**config.mk**
```make
export PLATFORM = sky130hd
export DESIGN_NAME = page_swap_engine
export DESIGN_NICKNAME = d
export VERILOG_FILES = /design/src/rtl/pse_pkg.sv /design/src/rtl/pse_lookup.sv /design/src/rtl/pse_victim_select.sv /design/src/rtl/pse_sat_counter.sv /design/src/rtl/page_swap_engine.sv
export SDC_FILE = /design/constraint.sdc
export NUM_CORES = 1
export LEC_CHECK = 0
export BUFFER_PORTS_ARGS = -buffer_cell sky130_fd_sc_hd__buf_2
export CORE_UTILIZATION = 40
export DETAILED_ROUTE_END_ITERATION = 16
export HOLD_SLACK_MARGIN = 0.15
export PLACE_DENSITY_LB_ADDON = 0.25
export SETUP_SLACK_MARGIN = 0.05
export SYNTH_ARGS = -nofsm -noshare
export SYNTH_HDL_FRONTEND = slang
export SYNTH_SLANG_ARGS = --single-unit
```
**constraint.sdc**
```tcl
create_clock -name clk -period 54 [get_ports clk]
set_clock_uncertainty 0.1 [all_clocks]
set_input_delay 2.7 -clock clk [delete_from_list [all_inputs] [get_ports clk]]
set_output_delay 2.7 -clock clk [all_outputs]
set_load 0.02 [all_outputs]
```
**src/rtl/pse_pkg.sv**
```systemverilog
// Package: shared policy encoding for the page replacement engine.
// Assumes the policy select is a two-bit field whose codes are fixed by the port contract.
package pse_pkg;
    typedef enum logic [1:0] {
        POL_OLDEST   = 2'd0,
        POL_RECENT   = 2'd1,
        POL_LEASTCNT = 2'd2,
        POL_MOSTCNT  = 2'd3
    } policy_e;
endpackage

```
**src/rtl/pse_lookup.sv**
```systemverilog
// Module: pse_lookup
// Searches the frame table for the referenced page and finds the lowest empty frame.
// Assumes at most one valid frame holds any given page (the owner keeps pages unique).
module pse_lookup #(
    parameter int NUM_FRAMES = 8,
    parameter int PAGE_W     = 16,
    localparam int IDX_W     = (NUM_FRAMES > 1) ? $clog2(NUM_FRAMES) : 1
) (
    input  logic [NUM_FRAMES-1:0]             frm_valid,
    input  logic [NUM_FRAMES-1:0][PAGE_W-1:0] frm_page,
    input  logic [PAGE_W-1:0]                 look_page,
    output logic [NUM_FRAMES-1:0]             match_vec,
    output logic                              is_hit,
    output logic [IDX_W-1:0]                  hit_idx,
    output logic                              all_full,
    output logic [IDX_W-1:0]                  free_idx
);
    // per-frame comparators
    for (genvar g = 0; g < NUM_FRAMES; g++) begin : g_cmp
        assign match_vec[g] = frm_valid[g] && (frm_page[g] == look_page);
    end

    // encode the matching frame index
    always_comb begin
        hit_idx = '0;
        for (int i = NUM_FRAMES - 1; i >= 0; i--) begin
            if (match_vec[i]) hit_idx = IDX_W'(i);
        end
    end

    // lowest-numbered empty frame
    always_comb begin
        free_idx = '0;
        for (int i = NUM_FRAMES - 1; i >= 0; i--) begin
            if (!frm_valid[i]) free_idx = IDX_W'(i);
        end
    end

    assign is_hit   = |match_vec;
    assign all_full = &frm_valid;
endmodule

```
**src/rtl/pse_victim_select.sv**
```systemverilog
// Module: pse_victim_select
// Picks the frame to evict when all frames are occupied, per the active policy.
// Assumes all frames are valid when the result is used; ties go to the lowest index.
module pse_victim_select
    import pse_pkg::*;
#(
    parameter int NUM_FRAMES = 8,
    parameter int CNT_W      = 8,
    localparam int IDX_W     = (NUM_FRAMES > 1) ? $clog2(NUM_FRAMES) : 1
) (
    input  policy_e                          policy,
    input  logic [NUM_FRAMES-1:0][CNT_W-1:0] frm_cnt,
    input  logic [NUM_FRAMES-1:0][IDX_W-1:0] frm_rank,
    input  logic [IDX_W-1:0]                 oldest_ptr,
    output logic [IDX_W-1:0]                 victim_idx
);
    logic [IDX_W-1:0] best;

    // scan frames, replacing the best only on a strict improvement
    always_comb begin
        best = '0;
        for (int i = 1; i < NUM_FRAMES; i++) begin
            unique case (policy)
                POL_RECENT:   if (frm_rank[i] > frm_rank[best]) best = IDX_W'(i);
                POL_LEASTCNT: if (frm_cnt[i]  < frm_cnt[best])  best = IDX_W'(i);
                POL_MOSTCNT:  if (frm_cnt[i]  > frm_cnt[best])  best = IDX_W'(i);
                default:      best = best;
            endcase
        end
    end

    // oldest-loaded uses the round-robin load pointer
    assign victim_idx = (policy == POL_OLDEST) ? oldest_ptr : best;
endmodule

```
**src/rtl/pse_sat_counter.sv**
```systemverilog
// Module: pse_sat_counter
// Saturating event counter with synchronous clear.
// Assumes at most one increment per cycle.
module pse_sat_counter #(
    parameter int W = 16
) (
    input  logic         clk,
    input  logic         rst_n,
    input  logic         clr,
    input  logic         inc,
    output logic [W-1:0] count
);
    localparam logic [W-1:0] MAXV = {W{1'b1}};

    // count up, hold at the top value
    always_ff @(posedge clk) begin
        if (!rst_n || clr)               count <= '0;
        else if (inc && (count != MAXV)) count <= count + 1'b1;
    end

    AST_FAULT_HOLD_AT_MAX: assert property (@(posedge clk) disable iff (!rst_n)
        (count == MAXV) && !clr |=> (count == MAXV));
    AST_FAULT_STEP: assert property (@(posedge clk) disable iff (!rst_n)
        inc && !clr && (count != MAXV) |=> (count == $past(count) + 1'b1));
endmodule

```
**src/rtl/page_swap_engine.sv**
```systemverilog
// Module: page_swap_engine
// Frame table with hit/fault handling, four victim policies and a fault counter.
// Assumes one reference per accepted handshake; a result follows one cycle later.
// Frames are emptied by clr or by a change of pol_sel.
module page_swap_engine
    import pse_pkg::*;
#(
    parameter int NUM_FRAMES = 8,
    parameter int PAGE_W     = 16,
    parameter int CNT_W      = 8,
    parameter int FAULT_W    = 16,
    localparam int IDX_W     = (NUM_FRAMES > 1) ? $clog2(NUM_FRAMES) : 1
) (
    input  logic               clk,
    input  logic               rst_n,
    input  logic               clr,
    input  logic [1:0]         pol_sel,
    input  logic               ref_valid,
    output logic               ref_ready,
    input  logic [PAGE_W-1:0]  ref_page,
    output logic               res_valid,
    output logic               res_hit,
    output logic [IDX_W-1:0]   res_frame,
    output logic               res_evict_valid,
    output logic [PAGE_W-1:0]  res_evict_page,
    output logic [FAULT_W-1:0] fault_count
);
    localparam logic [CNT_W-1:0] CNT_MAX  = {CNT_W{1'b1}};
    localparam logic [IDX_W-1:0] RANK_TOP = IDX_W'(NUM_FRAMES - 1);

    policy_e                          mode_q;
    logic [NUM_FRAMES-1:0]            valid_q;
    logic [NUM_FRAMES-1:0][PAGE_W-1:0] page_q;
    logic [NUM_FRAMES-1:0][CNT_W-1:0] cnt_q;
    logic [NUM_FRAMES-1:0][IDX_W-1:0] rank_q;
    logic [IDX_W-1:0]                 oldest_q;

    logic [NUM_FRAMES-1:0] match_vec;
    logic                  is_hit, all_full;
    logic [IDX_W-1:0]      hit_idx, free_idx, victim_idx, tgt_idx;
    logic [IDX_W-1:0]      ref_rank;
    logic                  accept, evict, mode_chg;

    pse_lookup #(.NUM_FRAMES(NUM_FRAMES), .PAGE_W(PAGE_W)) u_lookup (
        .frm_valid (valid_q),
        .frm_page  (page_q),
        .look_page (ref_page),
        .match_vec (match_vec),
        .is_hit    (is_hit),
        .hit_idx   (hit_idx),
        .all_full  (all_full),
        .free_idx  (free_idx)
    );

    pse_victim_select #(.NUM_FRAMES(NUM_FRAMES), .CNT_W(CNT_W)) u_victim (
        .policy     (mode_q),
        .frm_cnt    (cnt_q),
        .frm_rank   (rank_q),
        .oldest_ptr (oldest_q),
        .victim_idx (victim_idx)
    );

    pse_sat_counter #(.W(FAULT_W)) u_faults (
        .clk   (clk),
        .rst_n (rst_n),
        .clr   (clr),
        .inc   (accept && !is_hit),
        .count (fault_count)
    );

    // handshake and target frame selection
    always_comb begin
        mode_chg  = (policy_e'(pol_sel) != mode_q);
        ref_ready = !clr && !mode_chg;
        accept    = ref_valid && ref_ready;
        evict     = !is_hit && all_full;
        tgt_idx   = is_hit ? hit_idx : (all_full ? victim_idx : free_idx);
        ref_rank  = (is_hit || all_full) ? rank_q[tgt_idx] : RANK_TOP;
    end

    // frame table, policy state and recency ranks
    always_ff @(posedge clk) begin
        if (!rst_n) begin
            mode_q   <= POL_OLDEST;
            valid_q  <= '0;
            oldest_q <= '0;
        end else if (clr || mode_chg) begin
            mode_q   <= policy_e'(pol_sel);
            valid_q  <= '0;
            oldest_q <= '0;
        end else if (accept) begin
            for (int i = 0; i < NUM_FRAMES; i++) begin
                if (IDX_W'(i) == tgt_idx) begin
                    valid_q[i] <= 1'b1;
                    page_q[i]  <= ref_page;
                    rank_q[i]  <= '0;
                    if (!is_hit)                cnt_q[i] <= CNT_W'(1);
                    else if (cnt_q[i] != CNT_MAX) cnt_q[i] <= cnt_q[i] + 1'b1;
                end else if (valid_q[i] && (rank_q[i] < ref_rank)) begin
                    rank_q[i] <= rank_q[i] + 1'b1;
                end
            end
            if (evict && (mode_q == POL_OLDEST))
                oldest_q <= (oldest_q == RANK_TOP) ? '0 : oldest_q + 1'b1;
        end
    end

    // result register, one cycle after acceptance
    always_ff @(posedge clk) begin
        if (!rst_n || clr) begin
            res_valid       <= 1'b0;
            res_hit         <= 1'b0;
            res_frame       <= '0;
            res_evict_valid <= 1'b0;
            res_evict_page  <= '0;
        end else begin
            res_valid <= accept;
            if (accept) begin
                res_hit         <= is_hit;
                res_frame       <= tgt_idx;
                res_evict_valid <= evict;
                res_evict_page  <= evict ? page_q[tgt_idx] : '0;
            end
        end
    end

    AST_UNIQUE_RESIDENT: assert property (@(posedge clk) disable iff (!rst_n)
        $onehot0(match_vec));
    AST_HIT_NO_EVICT: assert property (@(posedge clk) disable iff (!rst_n)
        res_valid && res_hit |-> !res_evict_valid);
    AST_RESULT_FOLLOWS: assert property (@(posedge clk) disable iff (!rst_n)
        accept && !clr |=> res_valid);
    AST_NO_SPURIOUS_RESULT: assert property (@(posedge clk) disable iff (!rst_n)
        !accept |=> !res_valid);
    AST_CLEAR_EMPTIES: assert property (@(posedge clk) disable iff (!rst_n)
        clr |=> (valid_q == '0));
    AST_FILL_NO_EVICT: assert property (@(posedge clk) disable iff (!rst_n)
        accept && !all_full |=> !res_evict_valid);
endmodule

```
==> impl_results.md <==
- Status: finished, final reports clean
- TritonRoute pass-1 iters: 5
- Fin nets: 2103
- Syn_area_per_cell: 9.26 um2
- Yosys warns: 0
- P per Cell Area: ~25 nW/um2
- Layout cell share with drive strength beyond 1: ~10%
- Starting DRT DRC Count: between 1000 and 1500
- Synth unique cells: 84
- CTS resizes: 0
- Final hold violation count: 0
- IO Count: 61
- Setup crit start kind: flip-flop
- Vias per inst: 5.80
- CTS buffer count: 31
- Crit-path max FO: 69
- Antenna Nets Post-Route: 0
- Fin worst setup slack: 33.02 ns
- Total power: 0.501 mW
- Grt ovf: 0
- Diode count: 0
- TNS Setup: 0 ns
- CTS clk-pin slew, worst paths: 0.06 ns
- F_max: 0.0477 GHz
- Final setup vio count: 0
- Total leakage power: a little over 7 nW
- CTS Hold Bufs: 0
- Chip Width: 217 um
- Synth area leaders: edfxtp_1, ha_1, xor2_1, dfxtp_1, nor2_1
- Die height: 217 um
- Slew @ Worst Pin: 1.23 ns
- Top cells by count, synth: nor2_1, edfxtp_1, nand2_1
- Clk network pwr share: 44.3%
- Cell count after placement: 2552
- Clk sinks: 267
- Setup bufs post-CTS: 0
- DP Wirelength: around 40000 um
- # Max-Cap Violations: 0
- Vias in the first global route: ~14000
- Flop pwr share: between 40% and 50%
- Slew Limit Fails: 0
- Total track usage: 23.4%
- Worst Path Required: around 54 ns
- Syn_nets: 2118
- TritonCTS clock tree: built
- Maximum VDD drop: 25.6 uV
- Synth top area share: 35.0%
- Setup crit end kind: flip-flop
- Synth area leader: edfxtp_1
- Hold crit path type: flip-flop to flip-flop
- Worst path arrival time: around 21 ns
- Cells after Synth: 2000
- Syn-to-layout area delta: 9.51%
- Sw frac: 25.6%
- Reg-to-reg slack, setup: 33.02 ns
- Ys flop type: edfxtp_1
- Post-Place Worst Slack: 33.41 ns
- Vias: between 15000 and 20000
- Initial Utilization: 40.7%
- Non-filler cells, final: about 2600
- Root buffer cell: clkbuf_16
- Switching power: 0.128 mW
- Setup CP Type: flip-flop to flip-flop
- Async SR Flop Fraction: 0%
- Slew HR: between 15 and 20%
- Minimum clock period: 20.98 ns
- Seq/Total Area, Yosys: 40.6%
- Core box area: roughly 45000 um2
- H-tree depth: 1
- Finished layout cell area: between 20000 and 25000 um2
- Combinational Power Share: approximately 11%
- Most frequent CP cell: a21oi_1
- Die footprint: 47100 um2
- Antenna violations before repair: 1
- Pin count of the biggest net entering global routing: 70
- Post-synthesis register bit count: 267
- Crit share post-route: slightly below 40%
- Worst path bufs/invs: 5
- Rows: slightly below 80
- Longest Clk Path Bufs: 3
- EDFF count, synth: about 220
- Delay of the slowest critical-path stage: 0.95 ns
- Port Buffers: 60
- Area after DPL: roughly 19000 um2
- Crit path max-delay family: compound AO/OA/AOI/OAI gates
- CP max-delay cell: o21ai_1
- Synth Cell Area: 18500 um2
- P_int: roughly 0.37 mW
- RSZ-0062 raised after global routing: no
- Final wirelength: 55900 um
- Drt drc: 0
- Avg WL per Cell: around 21 um
- Final core utilization: 44.6%
- First-pass GRT wire length: 85500 um
- Clock latency on the worst-skew pair: around 0.61 ns
- Placer congestion estimate: slightly above 0.9
- Top-count cell post-synth: nor2_1
- Final hold slack: 0.362 ns
[registers in the layout, summed over array words and instances (netlist names)]
name and count:
cnt_q 64, mode_q 2, oldest_q 3, page_q 128
rank_q 24, res_evict_page 16, res_evict_valid 1, res_frame 3
res_hit 1, res_valid 1, u_faults.count 16, valid_q 8
[power by group through the flow]
stage	sequential [mW]	clock, mW	combinational [mW]
after floorplan	0.226	0	0.0426
after global placement	0.226	0	0.0553
after detailed placement	0.226	0	0.0563
after CTS	0.222	0.226	0.0565
after global routing	0.222	0.232	0.0635
final	0.222	0.222	0.0570
[placed cells by master, fill, tap and decap left out, types with 7 or more instances in the layout]
master	count
and3_1	12
dfxtp_1	51
or3_1	9
a221oi_1	11
o21ai_1	25
xnor2_1	62
o21ai_0	84
buf_4	25
o21a_1	13
a31o_2	8
nand4_1	27
mux2_1	12
nand2_1	212
nor3_1	23
nor2_1	265
ha_1	96
o22ai_1	9
edfxtp_1	216
o211ai_1	28
a31oi_1	24
or2_2	7
a22oi_1	19
buf_2	60
nand3_1	39
inv_1	49
a211oi_1	59
mux2i_1	88
and2_1	17
xor2_1	134
clkbuf_16	35
a21oi_1	108
mux2_2	12
nor4_1	20
nor2b_1	40
[worst min-delay path, stage by stage, from the launching register on]
cell,delay (ns)
dfxtp_1,0.31
nand2_1,0.05
a21oi_1,0.05
[area by class of cell]
cell class | count | area, um2
Clock buffer | 44 | 970
Sequential cell | 267 | 7510
Timing Repair Buffer | 85 | 488
Clock inverter | 14 | 125
Tap cell | 600 | 751
Multi-Input combinational cell | 1549 | 10200
Inverter | 51 | 191
Fill cell | 4414 | 25200
[per-layer routing]
| layer | wire length [um] | GRT usage [%] |
|---|---|---|
| met4 | 1440 | 6.43 |
| met2 | 25500 | 37.5 |
| met3 | 3540 | 3.14 |
| met5 | 0 | 0 |
| met1 | 25400 | 32.9 |
[worst paths after layout]
path / depth (start not counted) / to / start
max: 81 / rank_q[4] / cnt_q[1]
min: 2 / res_frame[1] / res_frame[1]
max reg2reg: 81 / rank_q[4] / cnt_q[1]
min reg2reg: 2 / res_frame[1] / res_frame[1]
[cell families (layout without fill, tap and decap cells)]
logic type      Yosys count  after routing  share of synthesized area [%]
flops                   267            267                           40.6
fa+ha+maj                96             96                           6.49
simple gates            706            706                           17.6
buf+inv                 184            194                           4.48
compound gates          438            438                           15.3
xor+xnor                196            196                           9.27
mux                     113            113                           6.34
Note: power is estimated with default switching activity, not from simulation.
